--- config.mk ---
export PLATFORM = sky130hd
export DESIGN_NAME = irq_agg_top
export DESIGN_NICKNAME = d
export VERILOG_FILES = /design/src/rtl/irq_agg_pkg.sv /design/src/rtl/irq_agg_enable.sv /design/src/rtl/irq_agg_status.sv /design/src/rtl/irq_agg_prio.sv /design/src/rtl/irq_agg_svc_fsm.sv /design/src/rtl/irq_agg_top.sv
export SDC_FILE = /design/constraint.sdc
export NUM_CORES = 1
export LEC_CHECK = 0
export BUFFER_PORTS_ARGS = -buffer_cell sky130_fd_sc_hd__buf_4
export CORE_MARGIN = 3
export CORE_UTILIZATION = 45
export DETAILED_ROUTE_END_ITERATION = 10
export MAX_ROUTING_LAYER = met4
export PLACE_DENSITY = 0.75
export REMOVE_ABC_BUFFERS = 1
export SLEW_MARGIN = 20
export SYNTH_ARGS = -nofsm -noshare
export SYNTH_HDL_FRONTEND = slang
export SYNTH_HIERARCHICAL = 1
export SYNTH_SLANG_ARGS = --single-unit
export TNS_END_PERCENT = 100
--- constraint.sdc ---
create_clock -name clk -period 1.6 [get_ports clk]
set_clock_uncertainty 0.05 [all_clocks]
set_input_delay 0.08 -clock clk [delete_from_list [all_inputs] [get_ports clk]]
set_output_delay 0.08 -clock clk [all_outputs]
set_load 0.03 [all_outputs]
--- src/rtl/irq_agg_pkg.sv ---
package irq_agg_pkg;

    typedef enum logic [1:0] {
        EN_NOP  = 2'b00,
        EN_SET  = 2'b01,
        EN_CLR  = 2'b10,
        EN_LOAD = 2'b11
    } en_op_e;

    typedef enum logic [1:0] {
        SV_IDLE  = 2'b00,
        SV_GRANT = 2'b01,
        SV_SPUR  = 2'b10
    } svc_state_e;

endpackage

--- src/rtl/irq_agg_enable.sv ---
module irq_agg_enable
    import irq_agg_pkg::*;
#(
    parameter int          W     = 5,
    parameter int          IW    = 3,
    parameter logic [W-1:0] VALID = 5'b10111
) (
    input  logic          clk,
    input  logic          rst_n,
    input  en_op_e        op,
    input  logic [IW-1:0] sel,
    input  logic [W-1:0]  wdata,
    output logic [W-1:0]  en_q
);

    logic [W-1:0] sel_hot;

    // Decode the index to a one-hot mask, dropping reserved and out-of-range positions.
    always_comb begin
        sel_hot = '0;
        for (int i = 0; i < W; i++) begin
            if (sel == IW'(i)) sel_hot[i] = VALID[i];
        end
    end

    always_ff @(posedge clk or negedge rst_n) begin
        if (!rst_n) begin
            en_q <= '0;
        end else begin
            unique case (op)
                EN_NOP:  en_q <= en_q;
                EN_SET:  en_q <= en_q | sel_hot;
                EN_CLR:  en_q <= en_q & ~sel_hot;
                EN_LOAD: en_q <= wdata & VALID;
            endcase
        end
    end

    // a set reaches the addressed bit
    a_r5_set_hits: assert property (@(posedge clk) disable iff (!rst_n)
        (op == EN_SET) |=> ((en_q & $past(sel_hot)) == $past(sel_hot)));

    // set and clear leave the other bits alone
    a_r5_others_kept: assert property (@(posedge clk) disable iff (!rst_n)
        (op == EN_SET || op == EN_CLR) |=> ((en_q & ~$past(sel_hot)) == ($past(en_q) & ~$past(sel_hot))));

endmodule

--- src/rtl/irq_agg_status.sv ---
module irq_agg_status #(
    parameter int           W     = 5,
    parameter logic [W-1:0] VALID = 5'b10111
) (
    input  logic         clk,
    input  logic         rst_n,
    input  logic [W-1:0] src,
    input  logic [W-1:0] clr,
    output logic [W-1:0] st_q
);

    logic [W-1:0] src_d;

    always_ff @(posedge clk or negedge rst_n) begin
        if (!rst_n) begin
            src_d <= '0;
            st_q  <= '0;
        end else begin
            for (int i = 0; i < W; i++) begin
                if (!VALID[i]) begin
                    src_d[i] <= 1'b0;
                    st_q[i]  <= 1'b0;
                end else begin
                    src_d[i] <= src[i];
                    if (src[i] && !src_d[i])
                        st_q[i] <= 1'b1;
                    else if (clr[i] && !src[i])
                        st_q[i] <= 1'b0;
                end
            end
        end
    end

    for (genvar g = 0; g < W; g++) begin : g_chk
        if (VALID[g]) begin : g_live
            a_r2_rise_latches: assert property (@(posedge clk) disable iff (!rst_n)
                (src[g] && !src_d[g]) |=> st_q[g]);
            a_r3_live_kept: assert property (@(posedge clk) disable iff (!rst_n)
                src[g] |=> st_q[g]);
            a_r3_clear_idle: assert property (@(posedge clk) disable iff (!rst_n)
                (clr[g] && !src[g]) |=> !st_q[g]);
        end
    end

endmodule

--- src/rtl/irq_agg_prio.sv ---
module irq_agg_prio #(
    parameter int W  = 5,
    parameter int IW = 3
) (
    input  logic [W-1:0]  pend,
    output logic          any,
    output logic [IW-1:0] idx
);

    // Scan from the top down so the lowest set bit is the one left in idx.
    always_comb begin
        idx = '0;
        for (int i = W - 1; i >= 0; i--) begin
            if (pend[i]) idx = IW'(i);
        end
        any = |pend;
    end

endmodule

--- src/rtl/irq_agg_svc_fsm.sv ---
module irq_agg_svc_fsm
    import irq_agg_pkg::*;
#(
    parameter int IW = 3
) (
    input  logic          clk,
    input  logic          rst_n,
    input  logic          req,
    input  logic          any,
    input  logic [IW-1:0] win_idx,
    output logic          done,
    output logic          spur,
    output logic [IW-1:0] idx
);

    svc_state_e    state_q, state_d;
    logic [IW-1:0] idx_q;

    always_comb begin
        state_d = SV_IDLE;
        unique case (state_q)
            SV_IDLE:  state_d = req ? (any ? SV_GRANT : SV_SPUR) : SV_IDLE;
            SV_GRANT: state_d = SV_IDLE;
            SV_SPUR:  state_d = SV_IDLE;
            default:  state_d = SV_IDLE;
        endcase
    end

    always_ff @(posedge clk or negedge rst_n) begin
        if (!rst_n) begin
            state_q <= SV_IDLE;
            idx_q   <= '0;
        end else begin
            state_q <= state_d;
            if (state_q == SV_IDLE && req && any) idx_q <= win_idx;
            else if (state_d == SV_IDLE)          idx_q <= '0;
        end
    end

    always_comb begin
        done = 1'b0;
        spur = 1'b0;
        idx  = '0;
        unique case (state_q)
            SV_IDLE:  ;
            SV_GRANT: begin done = 1'b1; idx = idx_q; end
            SV_SPUR:  begin done = 1'b1; spur = 1'b1; end
            default:  ;
        endcase
    end

    // a report lasts one cycle
    a_r9_single_cycle: assert property (@(posedge clk) disable iff (!rst_n)
        done |=> !done);

    // an empty request is flagged spurious
    a_r8_empty_spur: assert property (@(posedge clk) disable iff (!rst_n)
        (state_q == SV_IDLE && req && !any) |=> (done && spur));

    // a request with pending work is granted
    a_r7_grant: assert property (@(posedge clk) disable iff (!rst_n)
        (state_q == SV_IDLE && req && any) |=> (done && !spur));

endmodule

--- src/rtl/irq_agg_top.sv ---
module irq_agg_top
    import irq_agg_pkg::*;
#(
    parameter int NDEV     = 3,
    parameter int CORE_POS = 4,
    localparam int W       = CORE_POS + 1,
    localparam int IW      = $clog2(W)
) (
    input  logic          clk,
    input  logic          rst_n,
    input  logic [NDEV-1:0] dev_irq,
    input  logic          core_irq,
    input  logic [1:0]    en_op,
    input  logic [IW-1:0] en_sel,
    input  logic [W-1:0]  en_wdata,
    input  logic [W-1:0]  st_clr,
    input  logic          svc_req,
    output logic [W-1:0]  enable_q,
    output logic [W-1:0]  status_q,
    output logic [W-1:0]  pending,
    output logic          irq_out,
    output logic          svc_done,
    output logic          svc_spur,
    output logic [IW-1:0] svc_idx
);

    localparam logic [W-1:0] VALID = W'((1 << NDEV) - 1) | (W'(1) << CORE_POS);

    logic [W-1:0]  src;
    logic          any;
    logic [IW-1:0] win_idx;

    always_comb begin
        src                = '0;
        src[NDEV-1:0]      = dev_irq;
        src[CORE_POS]      = core_irq;
    end

    irq_agg_enable #(.W(W), .IW(IW), .VALID(VALID)) u_en (
        .clk(clk), .rst_n(rst_n), .op(en_op_e'(en_op)), .sel(en_sel),
        .wdata(en_wdata), .en_q(enable_q));

    irq_agg_status #(.W(W), .VALID(VALID)) u_st (
        .clk(clk), .rst_n(rst_n), .src(src), .clr(st_clr), .st_q(status_q));

    assign pending = status_q & enable_q;
    assign irq_out = |pending;

    irq_agg_prio #(.W(W), .IW(IW)) u_pr (
        .pend(pending), .any(any), .idx(win_idx));

    irq_agg_svc_fsm #(.IW(IW)) u_fsm (
        .clk(clk), .rst_n(rst_n), .req(svc_req), .any(any), .win_idx(win_idx),
        .done(svc_done), .spur(svc_spur), .idx(svc_idx));

    // the reported bit was pending and no higher-priority bit was
    a_r7_lowest_pending: assert property (@(posedge clk) disable iff (!rst_n)
        (svc_done && !svc_spur) |->
            ((($past(pending) >> svc_idx) & W'(1)) == W'(1)) &&
            (($past(pending) & ((W'(1) << svc_idx) - W'(1))) == '0));

    // the line drops one cycle after an enable load of zero
    a_r4_masked_off: assert property (@(posedge clk) disable iff (!rst_n)
        (en_op == 2'b11 && en_wdata == '0) |=> !irq_out);

endmodule

# After elaboration in Yosys (flattened, before gate mapping)

Index checks and enable logic that the tools add are counted.

Flip-flop bits (word level): 18
Bits of input ports: 22
Output and inout port bits: 21
Word-level logic and storage cells: 75

Equal/unequal tests: 8
Muxes and demuxes: 26
Bitwise operators: 4
Reductions and logical operators: 29

Operator list:

| cell                 | number |
|---|---|
| $mux W3              | 8 |
| $pmux W5 S3          | 1 |
| $mux W1              | 14 |
| $and A5 B5 Y5        | 2 |
| $logic_and A1 B1 Y1  | 10 |
| $reduce_bool A2 Y1   | 5 |
| $logic_not A1 Y1     | 8 |
| $eq A2 B2 Y1 const B | 3 |
| $logic_not A2 Y1     | 3 |
| $mux W2              | 3 |
| $not A5 Y5           | 1 |
| $or A5 B5 Y5         | 1 |
| $reduce_or A5 Y1     | 1 |
| $eq A2 B1 Y1 const B | 2 |
| $eq A3 B1 Y1 const B | 1 |
| $eq A3 B2 Y1 const B | 1 |
| $eq A3 B3 Y1 const B | 1 |
| $logic_not A3 Y1     | 1 |
| $reduce_or A2 Y1     | 1 |

# Depth between registers and ports, before layout

Gate-level depths: netlist of run 1.

Depth in word-level cells: 8
Gate-level depth with buffers: 7
Mapped depth without buffers: 5

# By module

The synthesis of run 1 kept the hierarchy.

Modules (own cells, without submodules):

| module          | instances | cells each | area an instance (µm²) | seq. area each (µm²) |
|---|---|---|---|---|
| irq_agg_status  | 1         | 22         | 286.5                  | 200.2 |
| irq_agg_enable  | 1         | 26         | 261.5                  | 100.1 |
| irq_agg_svc_fsm | 1         | 23         | 255.2                  | 125.1 |
| irq_agg_top     | 1         | 8          | 53.8                   | 0.0 |
| irq_agg_prio    | 1         | 8          | 48.8                   | 0.0 |

# Least setup slack after synthesis of run 1

No wires, ideal clock.

Path type: flip-flop to flip-flop
From: register u_st.st_q[0]
To: register u_fsm.idx_q[0]
Library setup time: 0.119 ns
Arrival time: 1.549 ns
Data required time: 1.431 ns
Setup slack: -0.119 ns
Cell stages (with the launch flop): 7
Path buffers: 1
Clock period less this slack: 1.719 ns
Cells stage by stage: dfrtp_1 and2_1 nor4_2 nand2b_1 buf_6 mux2i_1 nor2_1

Longest elaborated chain between the ends: 7
Elaborated cells on any way between the ends: 10
Those cells by class: 5 x mux; 1 x bitwise; 4 x reduce/logical

RTL lines:

| item                                | RTL line              | text |
|---|---|---|
| from (decl)                         | irq_agg_status.sv:9   | `output logic [W-1:0] st_q` |
| from (signal assigned)              | irq_agg_status.sv:17  | `st_q <= '0;` |
| from (signal, indexed assignment)   | irq_agg_status.sv:22  | `st_q[i] <= 1'b0;` |
| from (signal, indexed assignment)   | irq_agg_status.sv:26  | `st_q[i] <= 1'b1;` |
| $and A5 B5 Y5 *                     | irq_agg_top.sv:46     | `assign pending = status_q & enable_q;` |
| named net pending[0]                | irq_agg_top.sv:20     | `output logic [W-1:0] pending,` |
| $reduce_or A5 Y1 *                  | irq_agg_prio.sv:16    | `any = \|pend;` |
| named net any                       | irq_agg_top.sv:30     | `logic any;` |
| $mux W2 (2 in a row)                | irq_agg_svc_fsm.sv:22 | `SV_IDLE: state_d = req ? (any ? SV_GRANT : SV_SPUR) : SV_IDLE;` |
| $mux W2                             | irq_agg_svc_fsm.sv:21 | `unique case (state_q)` |
| $logic_not A2 Y1                    | irq_agg_svc_fsm.sv:36 | `else if (state_d == SV_IDLE) idx_q <= '0;` |
| $reduce_bool A2 Y1 (no source line) | n/a                   |  |
| to (signal assigned)                | irq_agg_svc_fsm.sv:35 | `if (state_q == SV_IDLE && req && any) idx_q <= win_idx;` |
| to (decl)                           | irq_agg_svc_fsm.sv:17 | `logic [IW-1:0] idx_q;` |

The timed path passes the listed nets; every way through them passes the cells marked *.
A chain may end at the register's enable or synchronous reset.

# Worst setup path after layout of run 1

From: register u_st.st_q[0]
To: output irq_out

Longest elaborated chain between the ends: 2

RTL lines:

| item             | RTL line          | text |
|---|---|---|
| $and A5 B5 Y5    | irq_agg_top.sv:46 |  |
| $reduce_or A5 Y1 | irq_agg_top.sv:47 | `assign irq_out = \|pending;` |
| to (decl)        | irq_agg_top.sv:21 | `output logic irq_out,` |

Every way passes these cells.

==> flow_summary.rst, run 1 <==
.. list-table::
   :header-rows: 1

   * - Metric
     - Value
   * - Cell Rows
     - 15
   * - Data arrival at the endpoint of the critical path
     - 1600 ps
   * - Max clock buf depth
     - 2
   * - Initial antenna violation count
     - 0
   * - Cell area after technology mapping
     - 902.1 sq um
   * - Largest net degree at the start of global routing
     - 18
   * - Fraction of final layout cells with drive strength greater than 1
     - 0.3731
   * - Die Wd
     - 50.78 um
   * - Inserted Clock Buffers
     - 3
   * - Max-cap check violation count
     - 0
   * - Status
     - finished, violations left
   * - Element type at the critical path start
     - flip-flop
   * - H-tree lvl count
     - 1
   * - Antenna viol nets, final
     - 0
   * - Critical Path RT
     - 1470 ps
   * - TritonCTS clock tree
     - built
   * - Number of ports placed on the die boundary
     - 43
   * - Dominant cell type by count on the critical path
     - sky130_fd_sc_hd__buf_6
   * - Post-layout instance area
     - 1335 sq um
   * - Minimum hold slack
     - 39.79 ps
   * - Leakage Power
     - about 0.7 nW
   * - Global-route wire length before repair
     - around 3500 um
   * - Clock slew seen by the registers of the worst setup and hold paths
     - 100 ps
   * - Std-Cell Core Area
     - roughly 1800 sq um
   * - GRT overflow
     - 0
   * - Final weighted congestion in routability-driven placement
     - 0.7541
   * - Clock network latency to the later pin of the worst-skew pair
     - 280 ps
   * - Setup repair after global routing missed its margin
     - true
   * - Setup Viol. Count Final
     - 1
   * - Via count normalized by instance count
     - between 4 and 5
   * - Syn Area/Cell
     - 10.49 sq um
   * - Yosys warns
     - 6
   * - Cell Chain, Critical Path
     - buf_6, a22o_1, or4_4, buf_6
   * - Placed standard-cell area
     - between 1000 and 1500 sq um
   * - CP endpoint kind
     - output port
   * - Die height
     - 50.78 um
   * - WS Path Type
     - flip-flop to output port
   * - NumNets Final
     - 160
   * - Ratio of total power to cell area
     - around 900 nW/um^2
   * - Number of clock sinks seen by CTS
     - 17
   * - Hold violation total from the final report
     - 0
   * - Synthesized instance count
     - 86
   * - Tmin final
     - 1727 ps
   * - Area delta synth->final
     - 47.99%
   * - Max incr delay on CP
     - 420 ps
   * - Worst min-delay path category
     - input port to flip-flop
   * - Total Routed Length
     - 1953 um
   * - Worst Setup Slack, final
     - -126.7 ps
   * - Die area
     - around 2600 sq um
   * - Post-DR wirelength/cell
     - 12.28 um
   * - Maximum clock frequency
     - slightly below 0.6 GHz
   * - Vias
     - approximately 760
   * - Total negative slack
     - -126.7 ps
   * - Initial Utilization
     - 0.5007
   * - Global-route usage over all layers
     - 0.1846
   * - Max-slew violation count
     - 0
   * - Antenna cell count
     - 0
   * - Number of buffers added on ports
     - 37
   * - Final period utilization
     - 1.079
   * - Drt initial violations
     - 6
   * - Number of remaining DRC errors
     - 0
   * - Worst slack at placement
     - 71.24 ps
   * - Number of iterations in the first detailed-routing pass
     - 4
   * - Failing checks
     - setup timing
   * - Worst-case vdd ir drop
     - 0.7566 mV
   * - Final cell utilization of the core
     - 0.7410
   * - CP max stage cell
     - sky130_fd_sc_hd__or4_4
   * - Vias in the first global route
     - 829
   * - Highest net fanout along the worst path
     - 2
   * - Hpwl dp
     - 1517 um
   * - Cell chosen for the clock root
     - sky130_fd_sc_hd__clkbuf_4
==> cells in the final DEF, fill, tap and decap left out, drive strengths merged <==
cell type	count
dlygate4sd3	7
a21oi	1
nor2	5
nor3	2
nor4	1
or4	1
a21boi	3
inv	10
a2bb2oi	3
mux2	1
o21ai	1
nand2	1
buf	41
or3b	3
a22o	5
conb	2
mux2i	6
clkbuf	4
ha	3
dfrtp	17
nand2b	6
a22oi	1
and3	1
and2	9
==> stage by stage <==
step	cells	power, mW
finish	159	1.194
global route	159	1.260
CTS	158	1.184
detailed placement	146	0.9347
global placement	146	0.9261
floorplan	82	0.7621
==> critical path, delay by kind of cell, from the launching register on <==
kind | cells | cell delay [ps]
buffers and inverters | 2 | 270
DFF | 1 | 400
and+or+nand+nor | 1 | 420
AOI/OAI and AO/OA | 1 | 220
==> area by class of cell <==
class / count / area (sq um)
inverters: 10 / 37.54
clock buffers: 4 / 26.28
fillers: 133 / 466.7
repair buffers: 48 / 385.4
well taps: 25 / 31.28
multi-input cells: 55 / 429.2
flip-flops and latches: 17 / 425.4
==> worst paths after layout <==
path | from | end | slack, ps | cells after the start
max in group asynchronous | rst_n | u_fsm/idx_q[1] | 1190 | 2
min in group asynchronous | rst_n | u_st/src_d[1] | 120 | 2
worst max register to register | u_st/st_q[1] | u_fsm/idx_q[0] | 110 | 5
worst min-delay path | st_clr[0] | u_st/st_q[0] | 40 | 3
worst max-delay path | u_st/st_q[0] | irq_out | -130 | 4
worst min register to register | u_fsm/idx_q[2] | u_fsm/idx_q[2] | 490 | 2
==> metal layers <==
| layer | vias to the layer above | share of wire | global-route usage | routed length, um |
|---|---|---|---|---|
| met1 | 350 | 0.38 | 0.2004 | 744 |
| li1 | 383 | - | - | - |
| met5 | - | 0 | - | 0 |
| met3 | 4 | 0.055 | 0.02077 | 107 |
| met2 | 27 | 0.54 | 0.3326 | 1059 |
| met4 | 0 | 0.022 | 0.08969 | 42 |
==> repair_timing <==
action	in CTS	in global routing
endpoints found under the setup margin	1	4
pin swaps	0	1
resized for setup	3	3
endpoints found under the hold margin	30	0
hold buffers	7	0
setup buffers	1	1
==> flip-flops by register name, summed over array words and instances (netlist names) <==
| name | count |
|---|---|
| u_en/en_q | 4 |
| u_fsm/idx_q | 3 |
| u_fsm/state_q | 2 |
| u_st/src_d | 4 |
| u_st/st_q | 4 |
==> where the power goes <==
group / internal [mW] / switching, mW / total (mW) / leakage [nW]
combinational: 0.217 / 0.253 / 0.469 / 0.475
sequential: 0.471 / 0.0301 / 0.501 / 0.204
clock: 0.0966 / 0.127 / 0.223 / 0.0150
total: 0.784 / 0.410 / 1.19 / 0.694
Note: power is estimated with default switching activity, not from simulation.
==> inputs of run 2 (changes only) <==
==> constraint.sdc (replaced) <==
create_clock -name clk -period 1.85 [get_ports clk]
set_clock_uncertainty 0.05 [all_clocks]
set_input_delay 0.0925 -clock clk [delete_from_list [all_inputs] [get_ports clk]]
set_output_delay 0.0925 -clock clk [all_outputs]
set_load 0.03 [all_outputs]
==> run 2 against run 1 <==
The run now ends clean. Critical path type unchanged. Worst hold slack better by 7.4 ps. Clock power is 9.0% lower. Wire length is 9.2% higher. Largest power group unchanged. Global-route usage is 0.97 points higher.
==> flow_summary.rst, run 2 (same netlist as run 1, synthesis figures left out) <==
.. list-table::
   :header-rows: 1

   * - Metric
     - Value
   * - Number of buffers added on ports
     - 37 (unchanged)
   * - Post-layout instance area
     - 1276 sq um (-4.4%)
   * - Max-slew violation count
     - 0 (unchanged)
   * - Worst min-delay path category
     - input port to flip-flop
   * - Antenna cell count
     - 0 (unchanged)
   * - Share of power burned in combinational logic
     - 0.366 (-0.027)
   * - Hold violation total from the final report
     - 0 (unchanged)
   * - Cell chosen for the clock root
     - sky130_fd_sc_hd__clkbuf_4
   * - Post-cts gate resize count
     - 0 (-3)
   * - Antenna viol nets, final
     - 0 (unchanged)
   * - Ratio of total power to cell area
     - 791.6 nW/um^2 (-11%)
   * - Clock network latency to the later pin of the worst-skew pair
     - 290 ps (about the same)
   * - Register share of total power
     - 0.433 (+0.013)
   * - CP endpoint kind
     - output port
   * - Clock slew seen by the registers of the worst setup and hold paths
     - 100 ps (about the same)
   * - Global-route wire length before repair
     - 3608 um (+1.7%)
   * - Fraction of final layout cells with drive strength greater than 1
     - 0.3308 (-0.04237)
   * - H-tree lvl count
     - 1 (unchanged)
   * - Number of ports placed on the die boundary
     - 43 (unchanged)
   * - Std-Cell Core Area
     - 1802 sq um (unchanged)
   * - Hold-fix buffer count after cts
     - 7 (unchanged)
   * - Setup Viol. Count Final
     - 0 (-1)
   * - Die Wd
     - 50.78 um (unchanged)
   * - CP max stage cell
     - sky130_fd_sc_hd__or4_1
   * - Die area
     - 2578 sq um (unchanged)
   * - Final weighted congestion in routability-driven placement
     - 0.7065 (-6.3%)
   * - Vias
     - 786 (+2.9%)
   * - Via count normalized by instance count
     - 5.071 (+5.5%)
   * - Switching component of the power
     - 355.9 uW (-13%)
   * - Post-CTS setup-driven buffer insertion count
     - 0 (-1)
   * - TritonCTS clock tree
     - built
   * - Total Routed Length
     - 2132 um (+9.2%)
   * - Hpwl dp
     - 1617 um (+6.6%)
   * - Maximum clock frequency
     - between 0.5 and 0.6 GHz
   * - Number of clock sinks seen by CTS
     - 17 (unchanged)
   * - Leakage Power
     - 0.6642 nW (-4.3%)
   * - Die height
     - 50.78 um (unchanged)
   * - Data arrival at the endpoint of the critical path
     - 1610 ps (about the same)
   * - Area delta synth->final
     - 41.47%
   * - Largest net degree at the start of global routing
     - 18 (unchanged)
   * - Clk network pwr share
     - 0.201 (+0.014)
   * - Max clock buf depth
     - 2 (unchanged)
   * - Initial Utilization
     - 0.5007 (unchanged)
   * - Status
     - completed
   * - Max incr delay on CP
     - 510 ps (+90 ps)
   * - Commonest non-fill, non-tap cells in the layout
     - sky130_fd_sc_hd__buf_4, sky130_fd_sc_hd__dfrtp_1, sky130_fd_sc_hd__inv_1, sky130_fd_sc_hd__and2_1, sky130_fd_sc_hd__dlygate4sd3_1
   * - NumNets Final
     - 156 (-2.5%)
   * - GRT overflow
     - 0 (unchanged)
   * - Element type at the critical path start
     - flip-flop
   * - Worst-case vdd ir drop
     - 0.5502 mV (-27%)
   * - Most common library cell in the layout ignoring fill and taps
     - sky130_fd_sc_hd__buf_4
   * - Vias in the first global route
     - 838 (+1.1%)
   * - Initial antenna violation count
     - 0 (unchanged)
   * - Tmin final
     - 1753 ps
   * - Highest net fanout along the worst path
     - 4 (+2)
   * - P_int
     - 654.4 uW (-17%)
   * - Number of iterations in the first detailed-routing pass
     - 4 (unchanged)
   * - Number of remaining DRC errors
     - 0 (unchanged)
   * - Post-DR wirelength/cell
     - 13.75 um (+12%)
   * - Setup repair after global routing missed its margin
     - false
   * - Inserted Clock Buffers
     - 3 (unchanged)
   * - Max-cap check violation count
     - 0 (unchanged)
   * - Cell Chain, Critical Path
     - and2_1, or4_1, buf_4
   * - WS Path Type
     - flip-flop to output port
   * - Final period utilization
     - 0.9474
   * - Critical Path RT
     - 1710 ps (+240 ps)
   * - Cell Rows
     - 15 (unchanged)
   * - Leading registers by flop count
     - u_en/en_q (4), u_st/src_d (4), u_st/st_q (4)
   * - Global-route usage over all layers
     - 0.1943 (+0.009684)
   * - Placed standard-cell area
     - 1180 sq um (-1.3%)
   * - Total negative slack
     - 0 ps (+126.7 ps)
   * - Net Sw Frac
     - 0.3523 (+0.009276)
   * - Drt initial violations
     - 9 (+3)
## run 2: cell types whose count changed in the layout (fill, tap and decap cells not counted), sizes merged
cell,delta
buf,-4
## run 2: worst max-delay path: cells and delay by family (launching register included)
family / cells / cell delay (ps)
flops: 1 / 420
simple gates: 2 / 710
buf+inv: 1 / 190
## run 2: routing by layer
layer	vias to the layer above	global-route usage	part of all wire
met1	382	0.2023	0.39
met2	25	0.3609	0.55
li1	375	-	-
met4	0	0.08969	0.015
met5	-	-	0
met3	4	0.02374	0.038
## run 2: area by class of cell
class,instances,area (sq um)
repair buffers,44,347.8
inverters,10,37.54
fillers,151,525.5
well taps,25,31.28
clock buffers,4,26.28
flip-flops and latches,17,425.4
multi-input cells,55,407.9
## run 2: through the flow
step                hold WS, ps  worst slack [ps]  instances  power, mW  utilization
global placement         -85.13             330.6        144     0.7923       0.6549
finish                    47.19             97.31        155      1.010       0.7083
floorplan                -253.1             139.3         82     0.6591            -
detailed placement       -81.37             264.8        144     0.8023       0.6549
CTS                       38.55             80.48        155      1.014       0.7083
global route              67.51             20.32        155      1.068       0.7083
## run 2: power groups by stage
stage                     clock (mW)  combinational [mW]  sequential (mW)
final                          0.203               0.370            0.438
after global routing           0.223               0.401            0.444
after CTS                      0.206               0.371            0.438
after detailed placement           0               0.358            0.444
after global placement             0               0.349            0.443
after floorplan                    0               0.178            0.481
## run 2: worst paths after layout
path	from	end	slack (ps)	depth (start not counted)
max	u_st/st_q[4]	irq_out	100	3
max in group asynchronous	rst_n	u_st/src_d[2]	1410	2
min in group asynchronous	rst_n	u_fsm/idx_q[1]	150	2
max reg2reg	u_st/st_q[1]	u_fsm/idx_q[2]	190	5
min	st_clr[2]	u_st/st_q[2]	50	3
min reg2reg	u_fsm/idx_q[1]	u_fsm/idx_q[1]	470	2
